**src/rtl/hb_pkg.sv**
```systemverilog
package hb_pkg;
  typedef enum logic [2:0] {
    PH_IDLE = 3'd0,
    PH_LO   = 3'd1,
    PH_DA   = 3'd2,
    PH_HI   = 3'd3,
    PH_DB   = 3'd4
  } hb_phase_t;
endpackage

```
**src/rtl/hb_cfg_calc.sv**
```systemverilog
module hb_cfg_calc #(
  parameter int CNT_W  = 10,
  parameter int DT_W   = 5,
  parameter int TRIM_W = 6
) (
  input  logic              run_mode,
  input  logic [CNT_W-1:0]  ign_period,
  input  logic [CNT_W-1:0]  run_period,
  input  logic [DT_W-1:0]   dead_len,
  input  logic [TRIM_W-1:0] trim,
  output logic [CNT_W-1:0]  nx_period,
  output logic [DT_W-1:0]   nx_dead,
  output logic [CNT_W-1:0]  nx_lo
);
  localparam int FLOOR_DIV = 10;

  logic [CNT_W-1:0] span, base, flr, room, te, hi_len, trim_x;

  always_comb begin
    nx_period = run_mode ? run_period : ign_period;
    nx_dead   = dead_len;
    span      = nx_period - (CNT_W'(dead_len) << 1);
    base      = span >> 1;
    flr       = nx_period / CNT_W'(FLOOR_DIV);
    room      = (base > flr) ? (base - flr) : '0;
    trim_x    = CNT_W'(trim);
    te        = (trim_x > room) ? room : trim_x;
    hi_len    = base - te;
    nx_lo     = span - hi_len;
    if (base > flr) begin
      assert_hi_floor_R7: assert (hi_len >= flr)
        else $error("high-side on-time below floor");
    end
  end
endmodule

```
**src/rtl/hb_dead_timer.sv**
```systemverilog
module hb_dead_timer #(
  parameter int DT_W = 5
) (
  input  logic            clk,
  input  logic            rst_n,
  input  logic            gap_active,
  input  logic [DT_W-1:0] dead_q,
  output logic            dead_done
);
  logic [DT_W-1:0] dcnt;

  assign dead_done = gap_active && (dcnt == dead_q - DT_W'(1));

  always_ff @(posedge clk) begin
    if (!rst_n) dcnt <= '0;
    else if (gap_active && !dead_done) dcnt <= dcnt + DT_W'(1);
    else dcnt <= '0;
  end

  assert_gap_clear_R3: assert property (@(posedge clk) disable iff (!rst_n)
    !gap_active |=> dcnt == '0);
endmodule

```
**src/rtl/hb_phase_fsm.sv**
```systemverilog
module hb_phase_fsm
  import hb_pkg::*;
#(
  parameter int CNT_W = 10,
  parameter int DT_W  = 5
) (
  input  logic             clk,
  input  logic             rst_n,
  input  logic             force_off,
  input  logic [CNT_W-1:0] nx_period,
  input  logic [DT_W-1:0]  nx_dead,
  input  logic [CNT_W-1:0] nx_lo,
  input  logic             dead_done,
  output hb_phase_t        ph,
  output logic [DT_W-1:0]  dead_q
);
  logic [CNT_W-1:0] cnt, per_q, lo_q;

  always_ff @(posedge clk) begin
    if (!rst_n) begin
      ph <= PH_IDLE; cnt <= '0; per_q <= '0; lo_q <= '0; dead_q <= '0;
    end else if (force_off) begin
      ph <= PH_IDLE; cnt <= '0;
    end else begin
      unique case (ph)
        PH_IDLE: begin
          ph <= PH_LO; cnt <= '0;
          per_q <= nx_period; lo_q <= nx_lo; dead_q <= nx_dead;
        end
        PH_LO: begin
          cnt <= cnt + CNT_W'(1);
          if (cnt == lo_q - CNT_W'(1)) ph <= PH_DA;
        end
        PH_DA: begin
          cnt <= cnt + CNT_W'(1);
          if (dead_done) ph <= PH_HI;
        end
        PH_HI: begin
          cnt <= cnt + CNT_W'(1);
          if (cnt == per_q - CNT_W'(dead_q) - CNT_W'(1)) ph <= PH_DB;
        end
        PH_DB: begin
          if (dead_done) begin
            ph <= PH_LO; cnt <= '0;
            per_q <= nx_period; lo_q <= nx_lo; dead_q <= nx_dead;
          end else cnt <= cnt + CNT_W'(1);
        end
        default: ph <= PH_IDLE;
      endcase
    end
  end

  assert_wrap_align_R4: assert property (@(posedge clk) disable iff (!rst_n)
    (ph == PH_DB && dead_done) |-> cnt == per_q - CNT_W'(1));
  assert_cfg_hold_R9: assert property (@(posedge clk) disable iff (!rst_n)
    (ph == PH_LO || ph == PH_DA || ph == PH_HI) |=>
      ($stable(per_q) && $stable(lo_q) && $stable(dead_q)));
  assert_lo_first_R1: assert property (@(posedge clk) disable iff (!rst_n)
    (ph == PH_IDLE && !force_off) |=> ph == PH_LO);
  assert_hi_after_gap_R2: assert property (@(posedge clk) disable iff (!rst_n)
    (ph == PH_HI && $past(ph) != PH_HI) |-> $past(ph) == PH_DA);
endmodule

```
**src/rtl/hb_gate_pwm.sv**
```systemverilog
module hb_gate_pwm
  import hb_pkg::*;
#(
  parameter int CNT_W  = 10,
  parameter int DT_W   = 5,
  parameter int TRIM_W = 6
) (
  input  logic              clk,
  input  logic              rst_n,
  input  logic              run_mode,
  input  logic [CNT_W-1:0]  ign_period,
  input  logic [CNT_W-1:0]  run_period,
  input  logic [DT_W-1:0]   dead_len,
  input  logic [TRIM_W-1:0] trim,
  input  logic              force_off,
  output logic              lo_en,
  output logic              hi_en
);
  logic [CNT_W-1:0] nx_period, nx_lo;
  logic [DT_W-1:0]  nx_dead, dead_q;
  logic             dead_done, gap_active;
  hb_phase_t        ph;

  hb_cfg_calc #(.CNT_W(CNT_W), .DT_W(DT_W), .TRIM_W(TRIM_W)) u_calc (
    .run_mode(run_mode), .ign_period(ign_period), .run_period(run_period),
    .dead_len(dead_len), .trim(trim),
    .nx_period(nx_period), .nx_dead(nx_dead), .nx_lo(nx_lo)
  );

  hb_phase_fsm #(.CNT_W(CNT_W), .DT_W(DT_W)) u_fsm (
    .clk(clk), .rst_n(rst_n), .force_off(force_off),
    .nx_period(nx_period), .nx_dead(nx_dead), .nx_lo(nx_lo),
    .dead_done(dead_done), .ph(ph), .dead_q(dead_q)
  );

  assign gap_active = (ph == PH_DA) || (ph == PH_DB);

  hb_dead_timer #(.DT_W(DT_W)) u_dead (
    .clk(clk), .rst_n(rst_n), .gap_active(gap_active),
    .dead_q(dead_q), .dead_done(dead_done)
  );

  assign lo_en = (ph == PH_LO);
  assign hi_en = (ph == PH_HI);

  assert_excl_R2: assert property (@(posedge clk) disable iff (!rst_n)
    !(lo_en && hi_en));
  assert_kill_R10: assert property (@(posedge clk) disable iff (!rst_n)
    force_off |=> (!lo_en && !hi_en));
endmodule

```
**config.mk**
```make
export PLATFORM = sky130hd
export DESIGN_NAME = hb_gate_pwm
export DESIGN_NICKNAME = d
export VERILOG_FILES = /design/src/rtl/hb_pkg.sv /design/src/rtl/hb_cfg_calc.sv /design/src/rtl/hb_dead_timer.sv /design/src/rtl/hb_phase_fsm.sv /design/src/rtl/hb_gate_pwm.sv
export SDC_FILE = /design/constraint.sdc
export NUM_CORES = 1
export LEC_CHECK = 0
export ABC_AREA = 1
export BUFFER_PORTS_ARGS = -buffer_cell sky130_fd_sc_hd__buf_4
export CORE_UTILIZATION = 40
export CTS_CLUSTER_DIAMETER = 30
export DETAILED_ROUTE_END_ITERATION = 8
export SLEW_MARGIN = 0
export SYNTH_ARGS = -nofsm -noshare
export SYNTH_HDL_FRONTEND = slang
export SYNTH_HIERARCHICAL = 1
export SYNTH_SLANG_ARGS = --single-unit
```
**constraint.sdc**
```tcl
create_clock -name clk -period 16.6 [get_ports clk]
set_clock_uncertainty 0.15 [all_clocks]
set_input_delay 3.32 -clock clk [delete_from_list [all_inputs] [get_ports clk]]
set_output_delay 3.32 -clock clk [all_outputs]
set_load 0.01 [all_outputs]
```
======== After elaboration in Yosys (flattened, before gate mapping) ========
Index checks and enable logic that the tools add are counted.
word-level totals
  register bits ........................... 43
  ROM bits ................................ 0
  word-level logic and storage cells ...... 60
  bits in writable memories ............... 0
  memories kept ........................... 0
  bits in latches ......................... 0
cells by class
  div/mod/pow operators ................... 1
  magnitude comparators ................... 2
  bitwise gates (word level) .............. 2
  eq/ne operators ......................... 11
  multiply operators ...................... 0
  shifts and indexed selects .............. 0
  mux-type cells .......................... 16
  reductions and logical operators ........ 12
  $add $sub $neg .......................... 10
operators by type and width
  operator                 number
  $mux W10                 6
  $pmux W10 S2             2
  $pmux W10 S3             1
  $eq A10 B10 Y1           2
  $sub A10 B1 Y10 const B  2
  $sub A9 B10 Y10          2
  $pmux W3 S5              1
  $mux W3                  4
  $add A10 B1 Y10 const B  1
  $div A10 B4 Y10 const B  1
  $gt A6 B10 Y1            1
  $gt A9 B10 Y1            1
  $pmux W5 S2              1
  $sub A10 B10 Y10         1
  $sub A10 B5 Y10          1
  $sub A10 B6 Y10          1
  $ne A2 B1 Y1 const B     4
  $eq A3 B2 Y1 const B     2
  $add A5 B1 Y5 const B    1
  $eq A5 B5 Y1             1
  $mux W5                  1
  $sub A5 B1 Y5 const B    1
  $reduce_and A4 Y1        1
  $eq A3 B1 Y1 const B     1
  other kinds (12)         14

======== Logic depth before layout (Yosys ltp) ========
Gate-level depths: netlist of the first run.
  depth after elaboration ................. 10
  gate-level depth with buffers ........... 65

======== Hierarchy ========
Netlist of the first run, hierarchy kept.
by module, submodules not included
  module         times used  area an instance (µm²)  cells each  seq. area each (µm²)
  hb_phase_fsm   1           2504.9                  401         760.7
  hb_cfg_calc    1           2185.8                  351         0.0
  hb_dead_timer  1           407.9                   69          100.1
  hb_gate_pwm    1           41.3                    9           0.0

======== Worst setup path before layout of the first run ========
Ideal clock, no wire load.
  path type ............................... input -> register
  from .................................... in run_mode
  to ...................................... reg u_fsm.lo_q[9]
  library setup time ...................... 0.070 ns
  data arrival time ....................... 9.803 ns
  cell stages on the path ................. 61
  slack ................................... 6.577 ns
  path through ............................ inv_2 buf_6 nand2_1 nand2_2 nand3_2 a21o_1 nand2_2 nand2_2 nand2_4 nand3_2 nand2_2 inv_2 nand2_1 nand3_2 nand2_4 nand2_4 a21oi_2 nand2_1 (+25 left out) o21ai_0 a21oi_4 o21ai_0 fa_1 inv_1 ha_1 a21oi_1 o21ai_0 a21oi_1 inv_1 a21oi_1 o21bai_1 nand2_1 nand2_1 a21oi_1 xor2_1 o21ai_0 a21oi_1
on the way
  longest elaborated chain between the ends .. 10
  elaborated cells between the ends (all ways) .. 12
  those cells by class .................... 4 x add/sub; 1 x div; 2 x order compare; 5 x mux
ends and longest elaborated chain
  item                                                RTL line                              RTL
  start, declared                                     hb_gate_pwm.sv:10                     input logic run_mode,
  $mux W10 (*)                                        hb_cfg_calc.sv:20                     nx_period = run_mode ? run_period : ign_period;
  $div A10 B4 Y10 or $sub A10 B6 Y10 (tied branches)  hb_cfg_calc.sv:24, hb_cfg_calc.sv:22
  $sub A9 B10 Y10 or $gt A9 B10 Y1 (tied branches)    --
  $mux W10                                            hb_cfg_calc.sv:25                     room = (base > flr) ? (base - flr) : '0;
  $gt A6 B10 Y1                                       hb_cfg_calc.sv:27                     te = (trim_x > room) ? room : trim_x;
  $mux W10                                            hb_cfg_calc.sv:27
  $sub A9 B10 Y10                                     hb_cfg_calc.sv:28                     hi_len = base - te;
  $sub A10 B10 Y10 (*)                                hb_cfg_calc.sv:29                     nx_lo = span - hi_len;
  net nx_lo[9]                                        hb_gate_pwm.sv:19                     logic [CNT_W-1:0] nx_period, nx_lo;
  $mux W10                                            hb_phase_fsm.sv:43                    if (dead_done) begin
  $pmux W10 S2 (*)                                    hb_phase_fsm.sv:25                    unique case (ph)
  end signal, assigned                                hb_phase_fsm.sv:28                    per_q <= nx_period; lo_q <= nx_lo; dead_q <= nx_dead;
  end signal, assigned                                hb_phase_fsm.sv:45                    per_q <= nx_period; lo_q <= nx_lo; dead_q <= nx_dead;
  end, declared                                       hb_phase_fsm.sv:17                    logic [CNT_W-1:0] cnt, per_q, lo_q;
Mark *: on every way through the listed nets, which the timed path passes. The rest lies on a longest branch. The select of a mux whose other input is x is not followed.
A chain may end at the register's enable or synchronous reset.

======== Worst setup path after layout of the first run ========
  from .................................... in run_mode
  to ...................................... reg u_fsm.lo_q[9]
on the way
  longest elaborated chain between the ends .. 10
  elaborated cells between the ends (all ways) .. 12
  those cells by class .................... 4 x add/sub; 1 x div; 2 x order compare; 5 x mux
ends and longest elaborated chain
  item                                                RTL line
  $mux W10 (*)                                        hb_cfg_calc.sv:20
  net nx_period[9]                                    hb_gate_pwm.sv:19
  $div A10 B4 Y10 or $sub A10 B6 Y10 (tied branches)  hb_cfg_calc.sv:24, hb_cfg_calc.sv:22
  $sub A9 B10 Y10 or $gt A9 B10 Y1 (tied branches)    --
  $mux W10                                            hb_cfg_calc.sv:25
  $gt A6 B10 Y1                                       hb_cfg_calc.sv:27
  $mux W10                                            hb_cfg_calc.sv:27
  $sub A9 B10 Y10                                     hb_cfg_calc.sv:28
  $sub A10 B10 Y10 (*)                                hb_cfg_calc.sv:29
  net nx_lo[9]                                        hb_gate_pwm.sv:19
  $mux W10                                            hb_phase_fsm.sv:43
  $pmux W10 S2 (*)                                    hb_phase_fsm.sv:25
Marks and branches as above.

==> results.toml, run 1 <==
[timing]
setup_violations = 0
finalHoldViolCount = 0
fin_ws_ps = 5800
post-route-period-util_pct = 65.0
slew_headroom_pct = 44.7
fmax_mhz = 92.6
fin_tns_setup_ps = 0
fin_crit_ps = 10800
tightest_slew_ps = 821
drv_slew = 0
rsz0062_at_grt = "false"

[job]
cap_violations = 0

[cts]
cts_buffers = 5
cts.repair.resized = 0
htreeDepth = 2
postCtsSetupBuffers = 0
cts.sinks = 43
clk_latency_ps = 290
cts_tree = "built"
clockBufferDepth = 2
postCtsHoldBufs = 0
clkTransAtPathRegs_ps = 60
clock_tree.root_cell = "clkbuf_16"

[floorplan]
num_rows = 41
die_w_um = 115
core-area_sq_mm = 0.0126
fp.dieArea_sq_mm = 0.0133
die_y_um = 115
pin_count = 37
start_util_pct = 40.9

[layout]
nNetsFinal = 943
multi_input_area_sq_mm = 0.00356
syn2layout_area_growth_pct = 10.3
diodes = 0
fin_area_sq_mm = 0.00567
num-fill-cells = 1381
seqCellArea_sq_um = 861
layout-drive-gt1-share_pct = 13.8

[setup_path]
r2r-start = "u_fsm/dead_q[0]"
critical_path_required_ps = 16670
crit_path_start = "run_mode"
crit_path_frequent_cell = "nand2_1"
cp_top_family = "compound AO/OA/AOI/OAI gates"
worst-path-max-fanout = 14
worstSetupPathType = "in2reg"
max_stage_delay_ps = 490
r2r_cells = 14
crit_path_end_kind = "register"
cp-start-kind = "input port"
worst-path-stages = 62
rrSetupSlack_ps = 14090
cp.arrival_ps = 10870
r2r-end = "u_fsm/cnt[2]"
worst-path-buf-inv = 10
crit_path_top_delay_cell = "fa_1"
worstSetupEndpoint = "u_fsm/lo_q[9]"

[global_routing]
grt_max_degree = 51
grt_usage_pct = 18.9
antenna_found_initial = 0
grt_pass1_vias = 4634
grt_pass1_wl_um = 20400
grt-ovfl-total = 0

[placement]
detailed_place.area_sq_mm = 0.00553
place_hpwl_um = 9530
globalplace.congestion = 0.840
portBuffers = 36
post-place-ws_ps = 5500

[synthesis]
yosysUniqueCellTypes = 50
syn_area_sq_mm = 0.00514
synth_top_family_by_area = "simple AND/OR/NAND/NOR gates"
synth-xor-area-share_pct = 5.62
synth_fa_ha_area_share_pct = 14.2
ys_seq_elements = 43
syn_area_per_cell_sq_um = 6.19
synth_common_cells = "193 x nand2_1, 150 x inv_1, 60 x a21oi_1"
synthMostInstantiatedCell = "nand2_1"
synth_largest_area_cell = "dfxtp_1"
yosysTopAreaCellShare_pct = 16.7
synth_compound_area_share_pct = 14.9
ys_seq_area_share_pct = 16.7
synth_edf_count = 0
netlist_instances = 830
synth_mux_area_share_pct = 0
async_flop_share_pct = 0
yosys_warnings = 6
synth_area_leaders = "dfxtp_1 17%, nand2_1 14%, inv_1 11%"
synthFlopType = "dfxtp_1"
yosys.area_share.simple_pct = 34.4

[power_and_ir_drop]
leakage_nw = 2.88
powerDensity_mw_per_mm2 = 120
total_power_uw = 680
worst_ir_drop_vdd_mv = 0.0733

[detailed_routing]
drt_iter0_markers = 186
route.detailed.drc = 0
routed_wl_um = 11400
via_per_inst = 4.63
drtAntennaViolNets = 0
dr.pass1.iters = 5
avgRoutedWirePerCell_um = 11.1
vias = 4773

[run_status]
status = "finished, final reports clean"

[hold_path]
hold_path_class = "reg2reg"
per-stage QoR:
stage	hold slack (ps)	cells	util (%)
2_1_floorplan	277	832	-
3_3_place_gp	291	1022	44.0
3_5_place_dp	290	1022	44.0
4_1_cts	300	1030	45.1
5_1_grt	318	1030	45.1
6_report	301	1030	45.1
sequential cells by signal (all words and copies together) (netlist names):
name          count
u_fsm/ph          3
u_fsm/dead_q      5
u_fsm/cnt        10
u_fsm/lo_q       10
u_fsm/per_q      10
u_dead/dcnt       5
worst min path at each step:
stage | startpoint | to | slack (ps) | depth (start not counted)
5_1_grt | u_fsm/per_q[2] | u_fsm/per_q[2] | 320 | 2
3_3_place_gp | u_fsm/per_q[0] | u_fsm/per_q[0] | 290 | 2
3_5_place_dp | u_fsm/per_q[0] | u_fsm/per_q[0] | 290 | 2
4_1_cts | u_fsm/per_q[0] | u_fsm/per_q[0] | 300 | 2
6_report | u_fsm/per_q[0] | u_fsm/per_q[0] | 300 | 2
2_1_floorplan | u_fsm/per_q[0] | u_fsm/per_q[0] | 280 | 2
cell usage in the layout (no fill, tap or decap), types with 2 or more instances in the layout:
| cell type | netlist | final |
|---|---|---|
| fa_1 | 12 | 12 |
| o21ai_2 | 4 | 4 |
| inv_2 | 11 | 11 |
| xnor2_1 | 10 | 10 |
| nand2_4 | 6 | 6 |
| nor2_1 | 56 | 56 |
| ha_1 | 39 | 39 |
| nand3_2 | 6 | 6 |
| or2_2 | 5 | 5 |
| a21o_1 | 2 | 2 |
| a21oi_1 | 60 | 60 |
| buf_4 | 5 | 37 |
| nand4_1 | 10 | 10 |
| conb_1 | 1 | 3 |
| inv_1 | 150 | 150 |
| nand2_1 | 193 | 193 |
| or2_1 | 2 | 2 |
| clkbuf_16 | 0 | 5 |
| nor2_2 | 12 | 12 |
| xor2_1 | 23 | 23 |
| nand3_1 | 56 | 56 |
| o21bai_1 | 2 | 2 |
| o21ai_0 | 54 | 54 |
| nor3_1 | 7 | 7 |
| dfxtp_1 | 43 | 43 |
| a21oi_2 | 3 | 3 |
| clkinv_1 | 2 | 2 |
| nand3b_1 | 2 | 2 |
| nand2_2 | 22 | 22 |
cell type report:
type,count,share of cell area (%)
multi-input cells,607,62.8
flip-flops and latches,43,15.2
inverters,163,10.8
repair buffers,37,4.90
well taps,172,3.80
clock buffers,6,2.27
clock inverters,2,0.221
report_power, final:
group	total [mW]	internal (mW)	switching, mW
sequential	0.129	0.117	0.0124
combinational	0.453	0.178	0.275
clock	0.0972	0.0556	0.0417
worst min-delay path: stages (launching register included):
cell     delay (ps)
dfxtp_1         310
inv_1            50
a21oi_1          50
logic make-up (layout without fill, tap and decap cells):
logic type,after synthesis,in the layout
DFF,43,43
and+or+nand+nor,383,383
buffers and inverters,182,208
adders and majority gates,51,51
other,1,3
AOI/OAI and AO/OA,137,137
xor gates and xnor gates,33,33
per-layer routing:
layer / wire length (um) / global-route usage (%)
met5: 0 / 0
met3: 228 / 2.48
met1: 5790 / 24.0
met2: 5330 / 34.2
met4: 102 / 3.72
(Power assumes the default switching activity.)
==> run 2, diff against run 1 <==
==> constraint.sdc (replaced) <==
create_clock -name clk -period 10.43 [get_ports clk]
set_clock_uncertainty 0.15 [all_clocks]
set_input_delay 2.086 -clock clk [delete_from_list [all_inputs] [get_ports clk]]
set_output_delay 2.086 -clock clk [all_outputs]
set_load 0.01 [all_outputs]
==> results.toml, run 2 (synthesized netlist as in run 1, its figures left out) <==
[run_status]
status = "finished, final reports clean"

[global_routing]
antenna_found_initial = 0
grtUsageMet1_pct = 24.8
grt_pass1_wl_um = 20700
grt_usage_pct = 19.1
grt_util_met3_pct = 1.58
gr-max-usage-layer = "met2"
grt_pass1_vias = 4629
grt.met2_usage_pct = 34.2
grt_max_degree = 51
grt-ovfl-total = 0

[placement]
portBuffers = 36
place_hpwl_um = 9390
globalplace.congestion = 0.842

[power_and_ir_drop]
switching_share_pct = 48.3
clkPwrFrac_pct = 14.2
powerDensity_mw_per_mm2 = 191
combPwrFrac_pct = 66.9
worst_ir_drop_vdd_mv = 0.115
leakage_nw = 2.89
power.internal_uw = 561
seqPwrFrac_pct = 18.9
switching_power_uw = 524

[floorplan]
pin_count = 37
die_y_um = 115
core-area_sq_mm = 0.0126
num_rows = 41
die_w_um = 115
start_util_pct = 40.9
fp.dieArea_sq_mm = 0.0133

[layout]
mostFrequentLayoutCells = "193 x nand2_1, 150 x inv_1, 60 x a21oi_1, 56 x nand3_1, 56 x nor2_1"
layout-drive-gt1-share_pct = 14.0
nNetsFinal = 945
reg_top3 = "u_fsm/cnt: 10 flops, u_fsm/lo_q: 10 flops, u_fsm/per_q: 10 flops"
final_common_cell = "nand2_1"
syn2layout_area_growth_pct = 10.6
fin_util_pct = 45.2
diodes = 0

[detailed_routing]
vias = 4816
drt_iter0_markers = 176
dr.pass1.iters = 4
via_per_inst = 4.67
route.detailed.drc = 0
routed_wl_um = 11300
avgRoutedWirePerCell_um = 11.0
drtAntennaViolNets = 0

[setup_path]
crit_path_end_kind = "register"
crit_path_top_delay_cell = "fa_1"
worstSetupPathType = "in2reg"
cp_top_family = "compound AO/OA/AOI/OAI gates"
worst-path-buf-inv = 11
critical_path_required_ps = 10450
max_stage_delay_ps = 490
cp-start-kind = "input port"
crit_path_frequent_cell = "nand2_1"
worst-path-max-fanout = 14
cp.arrival_ps = 9540

[cts]
cts_buffers = 5
clock_tree.root_cell = "clkbuf_16"
clockBufferDepth = 2
clk_latency_ps = 290
postCtsHoldBufs = 0
cts_tree = "built"
clkTransAtPathRegs_ps = 60
cts.sinks = 43
htreeDepth = 2

[job]
cap_violations = 0

[timing]
finalHoldViolCount = 0
rsz0062_at_grt = "false"
fin_crit_ps = 9520
post-route-period-util_pct = 91.3
slew_headroom_pct = 46.5
setup_violations = 0
tightest_slew_ps = 794
fin_tns_setup_ps = 0
fmax_mhz = 105
drv_slew = 0

[hold_path]
hold_path_class = "reg2reg"
run 2: changes by cell type in the layout (fill, tap and decap cells not counted), sizes merged:
cell  delta
buf      +2
run 2: routing by layer:
layer / up-vias / share of wire [%] / wire [um]
li1: 2665 / - / -
met5: - / 0 / 0
met2: 57 / 47 / 5280
met3: 9 / 2.1 / 239
met1: 2085 / 50 / 5700
met4: 0 / 1.1 / 120
run 2: layout make-up:
type	count	area, sq um
fill	1345	6880
multi-input combinational	607	3560
sequential	43	861
inverter	163	612
timing repair buffer	39	293
tap	172	215
clock buffer	6	129
clock inverter	2	12.5
run 2: final timing paths:
path | startpoint | endpoint | slack, ps | cells after the start
worst max-delay path | run_mode | u_fsm/lo_q[8] | 910 | 62
worst max register to register | u_fsm/dead_q[0] | u_fsm/dead_q[4] | 7870 | 14
worst min register to register | u_fsm/per_q[0] | u_fsm/per_q[0] | 300 | 2
worst min-delay path | u_fsm/per_q[0] | u_fsm/per_q[0] | 300 | 2
run 2: power groups by stage:
stage,sequential (mW),combinational [mW],clock [mW]
final,0.205,0.725,0.154
after global routing,0.209,0.859,0.164
after CTS,0.205,0.729,0.158
after detailed placement,0.209,0.725,0
after global placement,0.209,0.725,0
after floorplan,0.204,0.592,0
run 2: worst register-to-register path, delay by kind of cell (launching register included):
family / cells / cell delay (ps)
simple gates: 9 / 870
compound gates: 2 / 410
flops: 1 / 350
buf+inv: 2 / 330
fa+ha+maj: 1 / 310
run 2: through the flow:
stage	cell area [sq um]	hold slack, ps	total power, mW	setup slack [ps]	cells
final	5690	299	1.08	911	1032
after global routing	5690	328	1.23	17.2	1032
after CTS	5670	298	1.09	853	1030
after detailed placement	5530	289	0.934	573	1022
after global placement	5530	290	0.934	683	1022
after floorplan	5150	277	0.795	1640	832
run 2: repair_timing:
| item | CTS | global route |
|---|---|---|
| endpoints found under the setup margin | 0 | 1 |
| gates resized for setup | 0 | 1 |
| hold endpoints to repair | 0 | 0 |
| buffers inserted | 0 | 2 |
